<file path="src/rtl/lcdh_pkg.sv">
package lcdh_pkg;

  typedef enum logic [3:0] {
    OP_NONE,
    OP_STATUS,
    OP_RD,
    OP_WR,
    OP_SET_DD,
    OP_SET_CG,
    OP_ENTRY,
    OP_FUNC,
    OP_SHIFT,
    OP_OTHER
  } op_e;

  typedef struct packed {
    op_e        op;
    logic       arg_a;  // entry dir / line mode / shift-vs-move
    logic       arg_b;  // shift direction
    logic [6:0] addr;
  } cmd_t;

endpackage

</file>
<file path="src/rtl/lcdh_rst_sync.sv">
module lcdh_rst_sync #(
  parameter int STAGES = 2
) (
  input  logic clk,
  input  logic rst_n,
  output logic rst_s
);
  logic [STAGES-1:0] sync_q;

  always_ff @(posedge clk or negedge rst_n) begin
    if (!rst_n) sync_q <= '0;
    else        sync_q <= {sync_q[STAGES-2:0], 1'b1};
  end

  assign rst_s = sync_q[STAGES-1];
endmodule

</file>
<file path="src/rtl/lcdh_decode.sv">
module lcdh_decode
  import lcdh_pkg::*;
(
  input  logic       vld,
  input  logic       rs,
  input  logic       rw,
  input  logic [7:0] wdata,
  output cmd_t       cmd
);
  always_comb begin
    cmd.op    = OP_NONE;
    cmd.arg_a = 1'b0;
    cmd.arg_b = 1'b0;
    cmd.addr  = wdata[6:0];
    if (vld) begin
      if (rs) begin
        cmd.op = rw ? OP_RD : OP_WR;
      end else if (rw) begin
        cmd.op = OP_STATUS;
      end else begin
        casez (wdata)
          8'b1???????: cmd.op = OP_SET_DD;
          8'b01??????: cmd.op = OP_SET_CG;
          8'b001?????: begin
            cmd.op    = OP_FUNC;
            cmd.arg_a = wdata[3];
          end
          8'b0001????: begin
            cmd.op    = OP_SHIFT;
            cmd.arg_a = wdata[3];
            cmd.arg_b = wdata[2];
          end
          8'b000001??: begin
            cmd.op    = OP_ENTRY;
            cmd.arg_a = wdata[1];
          end
          default: cmd.op = OP_OTHER;
        endcase
      end
    end
  end
endmodule

</file>
<file path="src/rtl/lcdh_addr_step.sv">
module lcdh_addr_step #(
  parameter int AW         = 7,
  parameter int CW         = 6,
  parameter int LINE_LEN   = 40,
  parameter int LINE2_BASE = 64
) (
  input  logic [AW-1:0] ac,
  input  logic          up,
  input  logic          cg,
  input  logic          two_line,
  output logic [AW-1:0] nxt
);
  localparam logic [AW-1:0] ZERO    = '0;
  localparam logic [AW-1:0] ONE     = AW'(1);
  localparam logic [AW-1:0] L1_END  = AW'(LINE_LEN - 1);
  localparam logic [AW-1:0] L2_BEG  = AW'(LINE2_BASE);
  localparam logic [AW-1:0] L2_END  = AW'(LINE2_BASE + LINE_LEN - 1);
  localparam logic [AW-1:0] ONE_END = AW'(2 * LINE_LEN - 1);
  localparam logic [CW-1:0] CG_ONE  = CW'(1);

  logic [CW-1:0] cg_nxt;

  always_comb begin
    cg_nxt = up ? (ac[CW-1:0] + CG_ONE) : (ac[CW-1:0] - CG_ONE);
    if (cg) begin
      nxt = AW'(cg_nxt);
    end else if (two_line) begin
      if (up) begin
        if (ac == L1_END)      nxt = L2_BEG;
        else if (ac == L2_END) nxt = ZERO;
        else                   nxt = ac + ONE;
      end else begin
        if (ac == L2_BEG)      nxt = L1_END;
        else if (ac == ZERO)   nxt = L2_END;
        else                   nxt = ac - ONE;
      end
    end else begin
      if (up) nxt = (ac == ONE_END) ? ZERO : ac + ONE;
      else    nxt = (ac == ZERO) ? ONE_END : ac - ONE;
    end
  end
endmodule

</file>
<file path="src/rtl/lcdh_regfile.sv">
module lcdh_regfile #(
  parameter int DEPTH = 64,
  parameter int W     = 8,
  parameter int IW    = $clog2(DEPTH)
) (
  input  logic          clk,
  input  logic          we,
  input  logic [IW-1:0] waddr,
  input  logic [W-1:0]  wdata,
  input  logic [IW-1:0] raddr,
  output logic [W-1:0]  rdata
);
  logic [W-1:0] mem [DEPTH];

  always_ff @(posedge clk) begin
    if (we) mem[waddr] <= wdata;
  end

  assign rdata = mem[raddr];
endmodule

</file>
<file path="src/rtl/lcdh_busy.sv">
module lcdh_busy #(
  parameter int CYC = 4
) (
  input  logic clk,
  input  logic rst_n,
  input  logic start,
  output logic busy
);
  localparam int CNTW = $clog2(CYC + 1);
  localparam logic [CNTW-1:0] LOAD = CNTW'(CYC);
  localparam logic [CNTW-1:0] DEC  = CNTW'(1);

  logic [CNTW-1:0] cnt_q, cnt_d;

  always_comb begin
    cnt_d = cnt_q;
    if (start)            cnt_d = LOAD;
    else if (cnt_q != '0) cnt_d = cnt_q - DEC;
  end

  always_ff @(posedge clk or negedge rst_n) begin
    if (!rst_n) cnt_q <= '0;
    else        cnt_q <= cnt_d;
  end

  assign busy = (cnt_q != '0);
endmodule

</file>
<file path="src/rtl/lcdh_host_if.sv">
module lcdh_host_if
  import lcdh_pkg::*;
#(
  parameter int LINE_LEN   = 40,
  parameter int LINE2_BASE = 64,
  parameter int CG_DEPTH   = 64,
  parameter int BUSY_CYC   = 4
) (
  input  logic       clk,
  input  logic       rst_n,
  input  logic       acc_vld,
  input  logic       acc_rs,
  input  logic       acc_rw,
  input  logic [7:0] acc_wdata,
  output logic [7:0] acc_rdata,
  output logic       busy
);
  localparam int DW       = 8;
  localparam int AW       = DW - 1;
  localparam int CW       = $clog2(CG_DEPTH);
  localparam int DD_DEPTH = 2 * LINE_LEN;
  localparam int DIW      = $clog2(DD_DEPTH);
  localparam logic [AW-1:0] L1_LEN  = AW'(LINE_LEN);
  localparam logic [AW-1:0] L2_BEG  = AW'(LINE2_BASE);
  localparam logic [AW-1:0] L2_END  = AW'(LINE2_BASE + LINE_LEN - 1);
  localparam logic [AW-1:0] ONE_END = AW'(DD_DEPTH - 1);

  logic rst_s;
  lcdh_rst_sync #(.STAGES(2)) u_rst (.clk(clk), .rst_n(rst_n), .rst_s(rst_s));

  // architectural state
  logic [AW-1:0] ac_q, ac_d;
  logic          cg_q, cg_d;
  logic          up_q, up_d;
  logic          two_q, two_d;
  logic [DW-1:0] odr_q, odr_d;

  cmd_t cmd;
  lcdh_decode u_dec (
    .vld(acc_vld), .rs(acc_rs), .rw(acc_rw), .wdata(acc_wdata), .cmd(cmd)
  );

  logic          step_dir;
  logic [AW-1:0] ac_step;
  assign step_dir = (cmd.op == OP_SHIFT) ? cmd.arg_b : up_q;

  lcdh_addr_step #(
    .AW(AW), .CW(CW), .LINE_LEN(LINE_LEN), .LINE2_BASE(LINE2_BASE)
  ) u_step (
    .ac(ac_q), .up(step_dir), .cg(cg_q), .two_line(two_q), .nxt(ac_step)
  );

  // logical display address -> {valid, physical index}
  function automatic logic [DIW:0] dd_map(input logic [AW-1:0] a, input logic two);
    logic [DIW:0] r;
    r = '0;
    if (two) begin
      if (a < L1_LEN)                   r = {1'b1, DIW'(a)};
      else if (a >= L2_BEG && a <= L2_END)
        r = {1'b1, DIW'(AW'(a - L2_BEG + L1_LEN))};
    end else if (a <= ONE_END) begin
      r = {1'b1, DIW'(a)};
    end
    return r;
  endfunction

  logic          busy_go, wr_en, ld_odr, rd_cg;
  logic [AW-1:0] rd_addr;
  logic          wr_ok;
  assign wr_ok = !busy;

  always_comb begin
    ac_d    = ac_q;
    cg_d    = cg_q;
    up_d    = up_q;
    two_d   = two_q;
    busy_go = 1'b0;
    wr_en   = 1'b0;
    ld_odr  = 1'b0;
    rd_cg   = cg_q;
    rd_addr = ac_step;
    unique case (cmd.op)
      OP_RD: begin
        ac_d   = ac_step;
        ld_odr = 1'b1;
      end
      OP_WR: if (wr_ok) begin
        busy_go = 1'b1;
        wr_en   = 1'b1;
        ac_d    = ac_step;
      end
      OP_SET_DD: if (wr_ok) begin
        busy_go = 1'b1;
        ac_d    = cmd.addr;
        cg_d    = 1'b0;
        rd_cg   = 1'b0;
        rd_addr = cmd.addr;
        ld_odr  = 1'b1;
      end
      OP_SET_CG: if (wr_ok) begin
        busy_go = 1'b1;
        ac_d    = AW'(cmd.addr[CW-1:0]);
        cg_d    = 1'b1;
        rd_cg   = 1'b1;
        rd_addr = AW'(cmd.addr[CW-1:0]);
        ld_odr  = 1'b1;
      end
      OP_ENTRY: if (wr_ok) begin
        busy_go = 1'b1;
        up_d    = cmd.arg_a;
      end
      OP_FUNC: if (wr_ok) begin
        busy_go = 1'b1;
        two_d   = cmd.arg_a;
      end
      OP_SHIFT: if (wr_ok) begin
        busy_go = 1'b1;
        if (!cmd.arg_a) begin
          ac_d = ac_step;
          if (!cg_q) begin
            ld_odr = 1'b1;
            rd_cg  = 1'b0;
          end
        end
      end
      OP_OTHER: if (wr_ok) busy_go = 1'b1;
      default: ;
    endcase
  end

  // storage
  logic [DIW:0]    dd_rmap, dd_wmap;
  logic [DW-1:0]   dd_rd, cg_rd;
  assign dd_rmap = dd_map(rd_addr, two_q);
  assign dd_wmap = dd_map(ac_q, two_q);

  lcdh_regfile #(.DEPTH(DD_DEPTH), .W(DW), .IW(DIW)) u_ddram (
    .clk(clk),
    .we(wr_en && !cg_q && dd_wmap[DIW]),
    .waddr(dd_wmap[DIW-1:0]),
    .wdata(acc_wdata),
    .raddr(dd_rmap[DIW-1:0]),
    .rdata(dd_rd)
  );

  lcdh_regfile #(.DEPTH(CG_DEPTH), .W(DW), .IW(CW)) u_cgram (
    .clk(clk),
    .we(wr_en && cg_q),
    .waddr(ac_q[CW-1:0]),
    .wdata(acc_wdata),
    .raddr(rd_addr[CW-1:0]),
    .rdata(cg_rd)
  );

  always_comb begin
    odr_d = odr_q;
    if (ld_odr) begin
      if (rd_cg)              odr_d = cg_rd;
      else if (dd_rmap[DIW])  odr_d = dd_rd;
      else                    odr_d = '0;
    end
  end

  always_ff @(posedge clk or negedge rst_s) begin
    if (!rst_s) begin
      ac_q  <= '0;
      cg_q  <= 1'b0;
      up_q  <= 1'b1;
      two_q <= 1'b0;
      odr_q <= '0;
    end else if (acc_vld) begin
      ac_q  <= ac_d;
      cg_q  <= cg_d;
      up_q  <= up_d;
      two_q <= two_d;
      odr_q <= odr_d;
    end
  end

  lcdh_busy #(.CYC(BUSY_CYC)) u_busy (
    .clk(clk), .rst_n(rst_s), .start(busy_go), .busy(busy)
  );

  always_comb begin
    acc_rdata = '0;
    if (acc_vld && acc_rw) acc_rdata = acc_rs ? odr_q : {busy, ac_q};
  end
endmodule

</file>
<file path="config.mk">
export PLATFORM = sky130hd
export DESIGN_NAME = lcdh_host_if
export DESIGN_NICKNAME = d
export VERILOG_FILES = /design/src/rtl/lcdh_pkg.sv /design/src/rtl/lcdh_rst_sync.sv /design/src/rtl/lcdh_decode.sv /design/src/rtl/lcdh_addr_step.sv /design/src/rtl/lcdh_regfile.sv /design/src/rtl/lcdh_busy.sv /design/src/rtl/lcdh_host_if.sv
export SDC_FILE = /design/constraint.sdc
export NUM_CORES = 2
export LEC_CHECK = 0
export ABC_AREA = 1
export BUFFER_PORTS_ARGS = -buffer_cell sky130_fd_sc_hd__buf_2
export CELL_PAD_IN_SITES_DETAIL_PLACEMENT = 1
export CELL_PAD_IN_SITES_GLOBAL_PLACEMENT = 1
export CORE_MARGIN = 2
export CORE_UTILIZATION = 56
export DETAILED_ROUTE_END_ITERATION = 7
export PLACE_DENSITY_LB_ADDON = 0.05
export SETUP_SLACK_MARGIN = 0.05
export SYNTH_ARGS = -nofsm -noshare
export SYNTH_HDL_FRONTEND = slang
export SYNTH_SLANG_ARGS = --single-unit
</file>
<file path="constraint.sdc">
create_clock -name clk -period 2.7 [get_ports clk]
set_input_delay 0 -clock clk [delete_from_list [all_inputs] [get_ports clk]]
set_output_delay 0 -clock clk [all_outputs]
set_load 0.01 [all_outputs]
</file>
# Word level (Yosys, flattened, before mapping)
# Memories as Yosys holds them, arrays and structs flattened.
# Cells that the tools add are included.
[totals]
register_bits = 23
ramBits = 1152
inputBits = 13
out_inout_bits = 9
elab_cells = 130
n_memories = 2
[mem_list]
columns = ["memory", "words", "word_bits", "rd", "rd_clocked_by_memory_dff", "write_ports", "line_no", "rtl"]
rows = [
  ["u_ddram.mem", 80, 8, 1, 0, 1, "lcdh_regfile.sv:13", "logic [W-1:0] mem [DEPTH];"],
  ["u_cgram.mem", 64, 8, 1, 0, 1, "lcdh_regfile.sv:13", ""],
]
[op_classes]
n_addsub = 9
magnitude_cmp = 8
eq_ne = 21
muxes = 62
bitwise = 1
n_reduce_logical = 20
[ops]
columns = ["op", "count"]
rows = [
  ["7-bit two-way mux", 17],
  ["8-bit two-way mux", 12],
  ["7-bit case mux with 5 select lines", 1],
  ["7-bit less-or-equal comparator, second input constant", 4],
  ["7-bit == test, second input constant", 3],
  ["4-bit case mux with 5 select lines", 1],
  ["1-bit two-way mux", 18],
  ["4-bit by 3-bit == test with 1-bit output, second input constant", 4],
  ["7-bit by 6-bit adder with 7-bit output, second input constant", 2],
  ["7-bit >= comparator, second input constant", 2],
  ["7-bit by 6-bit less-than comparator with 1-bit output, second input constant", 2],
  ["7-bit case mux with 2 select lines", 1],
  ["7-bit subtractor, second input constant", 2],
  ["6-bit two-way mux", 2],
  ["2-bit != test, second input constant", 5],
  ["4-bit by 2-bit == test with 1-bit output, second input constant", 2],
  ["4-bit == test, second input constant", 2],
  ["4-bit two-way mux", 2],
  ["7-bit by 1-bit adder with 7-bit output, second input constant", 1],
  ["7-bit by 6-bit == test with 1-bit output, second input constant", 1],
  ["7-bit zero test", 1],
  ["7-bit AND reduction", 1],
  ["7-bit OR reduction", 1],
  ["7-bit by 1-bit subtractor with 7-bit output, second input constant", 1],
  ["other kinds (20)", 33],
]

# Logic depth before layout (Yosys ltp)
# An unclocked memory read counts as a cell.
[depth]
ltp_word = 21
depth_mapped = 41
depth_no_buf = 38

# Modules after synthesis
# A second synthesis with hierarchy kept.
[hier_totals]
hier_cells = 4446
hier_area_um2 = 50388.3
[modules_own_cells]
columns = ["module", "instances", "cells_each", "area_each_um2", "seq_area_each_um2"]
rows = [
  ["lcdh_regfile at u_ddram", 1, 2180, 26250.2, 19218.4],
  ["lcdh_regfile at u_cgram", 1, 1797, 21179.1, 15374.7],
  ["lcdh_host_if", 1, 281, 1836.8, 451.7],
  ["lcdh_addr_step", 1, 123, 683.2, 0.0],
  ["lcdh_decode", 1, 40, 211.5, 0.0],
  ["lcdh_busy", 1, 22, 173.9, 75.1],
  ["lcdh_rst_sync", 1, 3, 53.8, 50.0],
]

# Least setup slack after synthesis
# Ideal clock, no wire load.
[synth_path]
path_kind = "reg-to-reg"
start = "register up_q"
end = "register odr_q[0]"
setup_time_ns = 0.123
t_arrival_ns = 4.085
t_required_ns = 2.577
path_slack_ns = -1.508
stages_incl_launch_ff = 36
n_path_buf = 4
synth_period_minus_slack_ns = 4.208
cell_sequence = "dfstp_2 -> inv_1 -> nand2_2 -> nand2_1 -> buf_6 -> fa_1 -> nand2_1 -> nand2_1 -> a21oi_1 -> xor2_1 -> nand2_1 -> nand3_1 -> nand2_2 -> inv_1 -> clkbuf_1 -> ha_1 -> a21boi_1 -> nand2_1 -> nand2_1 -> nand2_1 -> nand2_1 -> nand2_2 -> nand2_4 -> nand2_4 -> nand2_2 -> buf_2 -> buf_2 -> nand3_1 -> nand3_1 -> nand3_1 -> nand3_1 -> nand3_1 -> nand2_1 -> nand2_1 -> nand2_1 -> a21oi_1"
[synth_via]
elab_chain_len = 14
elab_cells_between_ends = 24
classes_between = "add/sub (2); order compare (4); mux (15); reduce/logical (1); memory (2)"
[synth_rtl]
columns = ["item", "line_no", "rtl"]
rows = [
  ["start, declared", "lcdh_host_if.sv:34", "logic up_q, up_d;"],
  ["start signal, assigned", "lcdh_host_if.sv:174", "up_q <= up_d;"],
  ["1-bit two-way mux (*)", "lcdh_host_if.sv:45", "assign step_dir = (cmd.op == OP_SHIFT) ? cmd.arg_b : up_q;"],
  ["7-bit two-way mux (on tied branches)", "lcdh_addr_step.sv:38, lcdh_addr_step.sv:28", ""],
  ["7-bit two-way mux", "lcdh_addr_step.sv:27", "end else if (two_line) begin"],
  ["7-bit two-way mux (*)", "lcdh_addr_step.sv:25", "if (cg) begin"],
  ["7-bit two-way mux (on tied branches)", "lcdh_host_if.sv:100, lcdh_host_if.sv:92", ""],
  ["7-bit case mux with 2 select lines (*)", "lcdh_host_if.sv:82", "unique case (cmd.op)"],
  ["7-bit subtractor (tied with other cells)", "lcdh_host_if.sv:60", "r = {1'b1, DIW'(AW'(a - L2_BEG + L1_LEN))};"],
  ["7-bit by 6-bit adder with 7-bit output / 1-bit logical AND (equally long branches)", "lcdh_host_if.sv:60, lcdh_host_if.sv:59", ""],
  ["8-bit two-way mux", "lcdh_host_if.sv:59", "else if (a >= L2_BEG && a <= L2_END)"],
  ["8-bit two-way mux", "lcdh_host_if.sv:58", "if (a < L1_LEN) r = {1'b1, DIW'(a)};"],
  ["8-bit two-way mux", "lcdh_host_if.sv:57", "if (two) begin"],
  ["memory 80 x 8 bit", "--", ""],
  ["8-bit two-way mux", "lcdh_host_if.sv:159", "else if (dd_rmap[DIW]) odr_d = dd_rd;"],
  ["8-bit two-way mux (*)", "lcdh_host_if.sv:158", "if (rd_cg) odr_d = cg_rd;"],
  ["end signal, assigned", "lcdh_host_if.sv:176", "odr_q <= odr_d;"],
  ["end, declared", "lcdh_host_if.sv:36", "logic [DW-1:0] odr_q, odr_d;"],
]
# Mark *: on every way between the ends. The rest lies on a longest branch, timed or not.
# A chain may end at the register's enable or synchronous reset.

# Worst setup path after layout
[layout_path]
start = "register ac_q[2]"
end = "register odr_q[7]"
[layout_via]
elab_chain_len = 16
elab_cells_between_ends = 38
classes_between = "add/sub (6); order compare (4); eq/ne (4); mux (20); reduce/logical (2); memory (2)"
[layout_rtl]
columns = ["item", "line_no", "rtl"]
rows = [
  ["start, declared", "lcdh_host_if.sv:32", "logic [AW-1:0] ac_q, ac_d;"],
  ["start signal, assigned", "lcdh_host_if.sv:166", "ac_q <= '0;"],
  ["start signal, assigned", "lcdh_host_if.sv:172", "ac_q <= ac_d;"],
  ["7-bit by 1-bit subtractor with 7-bit output (tied with other cells)", "lcdh_addr_step.sv:35, lcdh_addr_step.sv:39", ""],
  ["7-bit two-way mux (on tied branches)", "lcdh_addr_step.sv:34, lcdh_addr_step.sv:30", ""],
  ["7-bit two-way mux (on tied branches)", "lcdh_addr_step.sv:33, lcdh_addr_step.sv:29", ""],
  ["7-bit two-way mux", "lcdh_addr_step.sv:28", "if (up) begin"],
  ["7-bit two-way mux", "lcdh_addr_step.sv:27", ""],
  ["7-bit two-way mux (*)", "lcdh_addr_step.sv:25", ""],
  ["7-bit two-way mux (on tied branches)", "lcdh_host_if.sv:100, lcdh_host_if.sv:92", ""],
  ["7-bit case mux with 2 select lines (*)", "lcdh_host_if.sv:82", ""],
  ["7-bit subtractor (tied with other cells)", "lcdh_host_if.sv:60", ""],
  ["7-bit by 6-bit adder with 7-bit output / 1-bit logical AND (equally long branches)", "lcdh_host_if.sv:60, lcdh_host_if.sv:59", ""],
  ["8-bit two-way mux", "lcdh_host_if.sv:59", ""],
  ["8-bit two-way mux", "lcdh_host_if.sv:58", ""],
  ["8-bit two-way mux", "lcdh_host_if.sv:57", ""],
  ["memory 80 x 8 bit", "--", ""],
  ["8-bit two-way mux", "lcdh_host_if.sv:159", ""],
  ["8-bit two-way mux (*)", "lcdh_host_if.sv:158", ""],
]
# Marks and branches as above.

==> results.md <==
Yosys:
- Yosys printed 0 warnings.
- Each instance of the synthesized netlist takes up on average about 12 um^2.
- The library cell occupying the most area in the post-synthesis netlist is sky130_fd_sc_hd__edfxtp_1.
- The net count after synthesis is 4202.
- The synthesized cell area is ~50000 um^2.
- The most used flip-flop cell after synthesis is sky130_fd_sc_hd__edfxtp_1.
- The sequential element share of the synthesized area is a little over 70%.
- Yosys attributes the largest share of cell area to sky130_fd_sc_hd__edfxtp_1 70%, sky130_fd_sc_hd__nand3_1 8.9%, sky130_fd_sc_hd__nand2_1 4.2%, sky130_fd_sc_hd__nor2_1 3.8%, sky130_fd_sc_hd__o21ai_0 3.2%.
- Synthesis produced a netlist whose cell count is 4172.
- The number of storage elements in the synthesis netlist is approximately 1200.
- The number of flops mapped to enable cells by yosys is 1152.
- The number of distinct library cells after synthesis is between 50 and 60.
- In the synthesized netlist the async set-or-reset flop fraction comes to under 10%.
- The share of Yosys cell area claimed by the top area cell type is 69.83%.

Final layout:
- Leaving out fill and tap cells, the most frequent cells in the layout are 1152 x sky130_fd_sc_hd__edfxtp_1, 604 x sky130_fd_sc_hd__nand3_1, 515 x sky130_fd_sc_hd__nand2_1.
- After filler insertion, the fill cell instance count of the layout stands at between 8000 and 9000.
- The area growth from synthesis to layout is 27.08%.
- The most common cell after layout, fill and taps aside is sky130_fd_sc_hd__edfxtp_1.
- For this run, the post-layout net count is around 4600.
- In the final layout, the multi-input gates occupy about 15000 um^2.
- The flip-flop and latch area is 35170 um^2.
- The post-layout instance area is approximately 63000 um^2.
- Cells with a size suffix above 1 make up 26.63% of the layout.

Placement:
- Before CTS, the worst setup slack after placement is -1.942 ns.
- The final HPWL from detailed placement is 106500 um.
- The standard cell area after detailed placement is around 56000 um^2.
- The global placement routability congestion is around 0.94.
- The number of input and output port buffers inserted is 21.

Setup path:
- On the worst path, the slowest cell contributes a delay of 0.45 ns.
- The critical path is of the reg -> reg type.
- The worst endpoint required time is around 3.3 ns.
- For this design, the slowest cell found on the critical path is sky130_fd_sc_hd__dfrtp_1.
- The critical path starts at ac_q[2]$_DFFE_PN0P_.
- STA classifies the critical path startpoint as a register.
- The critical-path maximum fanout is 13.
- The type of element capturing the critical path is a register.
- The data arrival time at the worst-slack endpoint is about 5.5 ns.
- The cell type with the highest occurrence count on the critical path is sky130_fd_sc_hd__nand3_2.
- In this run the critical register-to-register path is launched from ac_q[2]$_DFFE_PN0P_.

Routing:
- The via-per-instance ratio is roughly 7.
- The count of nets left with antenna violations once routing finished came out at 0.
- The routed wire length is roughly 210000 um.
- The first-pass iteration count of the detailed router is 7.
- The number of DRC markers in iteration 0 is 6600.
- The routed layout has between 40000 and 50000 vias.
- The detailed-route DRC error count is 0.
- Dividing the detail-routed wire length by the instance count gives 36.39 um.

Die:
- In this run the count of I/O pins placed on the die edge is 22.
- The floorplan has about 110 rows.
- The core outline area is 87970 um^2.
- The die is 301.4 um tall.
- The area of the die is a little over 90000 um^2.
- In this run the horizontal extent of the chip is around 300 um.
- The starting density of the core is between 50% and 60%.

Job:
- The max-capacitance violation count is 0.

Global route:
- The global-route total usage across every layer is 40.70%.
- The first-pass GRT wire length is between 200000 and 300000 um.
- The initial antenna violation count is 4.
- The via count of the first global-routing pass is 40690.
- Summed over all layers, the global routing overflow is 0.
- The pin count of the biggest net entering global routing is between 70 and 80.

Timing:
- Subtracting the final worst setup slack from the clock period gives about 5 ns.
- The hold violation count in the final report is 0.
- The post-route worst setup slack is -2.218 ns.
- The setup clock skew after layout is 0.04453 ns.
- Setup repair after global routing could not meet its margin everywhere.
- The slew at the pin closest to its max-slew limit is between 1 and 1.5 ns.
- Dividing the final minimum period by the clock period gives 182.1%.
- The count of final setup violators is about 920.
- The highest clock frequency the design can meet is just over 200 MHz.
- The final count of pins violating max slew is 0.
- In this run the tightest slew margin relative to its limit is between 20% and 30%.

CTS:
- Clock tree synthesis inserted a total of 118 buffers.
- The longest clock path from root to sink contains 3 buffers.
- The clock tree synthesis step divided the H-tree into 3 levels.
- The later-pin clock latency in the skew report is roughly 0.74 ns.
- The register clock-pin slew on the reported worst setup and hold paths is about 0.07 ns.
- The count of clock tree sinks is between 1000 and 1500.
- The clock tree from TritonCTS is done.
- The clock root buffer is sky130_fd_sc_hd__clkbuf_16.

Min path:
- The start point of the worst hold path is acc_wdata[2].
- The path class of the lowest-slack min-delay path is in -> reg.

Outcome:
- The checks that failed: negative setup slack.
- The run finished, with violations left.
flip-flops by register name, summed over array words and instances (netlist names), named ones only:
signal	cells
ac_q	7
odr_q	8
two_q	1
u_busy.cnt_q	3
u_cgram.mem	512
u_ddram.mem	640
u_rst.sync_q	2
up_q	1
cells in the mapped netlist, types with 4 or more instances:
master	number
sky130_fd_sc_hd__a21oi_1	51
sky130_fd_sc_hd__xor2_1	12
sky130_fd_sc_hd__o221ai_1	57
sky130_fd_sc_hd__buf_2	86
sky130_fd_sc_hd__or2_2	7
sky130_fd_sc_hd__ha_1	16
sky130_fd_sc_hd__o21ai_0	321
sky130_fd_sc_hd__nand3_1	882
sky130_fd_sc_hd__dfrtp_1	22
sky130_fd_sc_hd__nand2_2	12
sky130_fd_sc_hd__nor3_1	9
sky130_fd_sc_hd__edfxtp_1	1152
sky130_fd_sc_hd__inv_2	13
sky130_fd_sc_hd__o21ai_1	5
sky130_fd_sc_hd__buf_4	26
sky130_fd_sc_hd__nand3b_1	25
sky130_fd_sc_hd__nand2_4	5
sky130_fd_sc_hd__a31oi_1	4
sky130_fd_sc_hd__buf_1	12
sky130_fd_sc_hd__nand4_1	8
sky130_fd_sc_hd__o22ai_1	87
sky130_fd_sc_hd__nor2_1	500
sky130_fd_sc_hd__buf_6	18
sky130_fd_sc_hd__clkbuf_1	133
sky130_fd_sc_hd__nand2_1	559
sky130_fd_sc_hd__o211ai_1	23
sky130_fd_sc_hd__nor2_4	5
sky130_fd_sc_hd__inv_1	88
what timing repair did:
| action | 4_1_cts | 5_1_grt |
|---|---|---|
| cloned | 24 | 9 |
| hold buffers | 13 | 0 |
| hold endpoints to repair | 286 | 0 |
| setup buffers | 25 | 22 |
| resized for setup | 194 | 275 |
| pin swaps | 51 | 115 |
| setup endpoints to repair | 648 | 1160 |
final cells by class:
| type | count | area share (%) |
|---|---|---|
| Tap cell | 1165 | 2.315 |
| Sequential cell | 1175 | 55.87 |
| Clock inverter | 74 | 0.9062 |
| Multi-Input combinational cell | 2617 | 24.47 |
| Clock buffer | 148 | 4.970 |
| Timing Repair Buffer | 592 | 10.73 |
| Antenna cell | 1 | 0.003975 |
| Inverter | 106 | 0.7234 |
| Timing Repair inverter | 1 | 0.01789 |
worst paths after layout:
check	end	slack, ns	cells after the start
min in group asynchronous	u_rst.sync_q[0]$_DFF_PN0_	0.16	3
worst max-delay path	odr_q[7]$_DFFE_PN0P_	-2.22	34
worst min register to register	ac_q[6]$_DFFE_PN0P_	0.24	1
worst max register to register	odr_q[7]$_DFFE_PN0P_	-2.22	34
worst min-delay path	u_cgram.mem[23][2]$_DFFE_PP_	0.03	3
max in group asynchronous	up_q$_DFFE_PN1P_	2.12	1
worst max-delay path: cells and delay by family, from the launching register on:
family,cells,cell delay [ns]
AO/OA/AOI/OAI,3,0.29
adder cells (fa/ha/maj),2,0.36
buffers and inverters,5,0.65
flip-flops,1,0.45
AND/OR/NAND/NOR,24,3.00
logic make-up after synthesis:
group	Yosys count	synth area share (%)
buf+inv	382	3.624
flops	1175	70.99
fa+ha+maj	17	0.4445
simple gates	2019	18.10
other cells	1	0.007570
compound gates	565	6.602
xor+xnor	13	0.2298
through the flow:
step | setup TNS (ns) | hold WS (ns) | std cells | utilization [%]
detailed placement | -345.30 | -0.2128 | 5567 | 63.10
CTS | -254.49 | 0.01255 | 5851 | 69.56
finish | -397.93 | 0.03260 | 5879 | 71.57
floorplan | -24.72 | -0.2956 | 4172 | -
global placement | -233.13 | -0.2150 | 5567 | 63.10
global route | -494.14 | 0.04310 | 5878 | 71.57
routing by layer:
metal  vias up  track usage [%]  part of all wire (%)
met5         -                0                0.0061
met4         2            21.51                   8.0
met3      1164            7.982                    12
met2      3916            65.99                    46
met1     20810            52.18                    34
li1      16150                -                     -
Power is left out: the tool's default activity adds up to more than one toggle a clock period on the data nets, which glitch-free logic cannot reach.
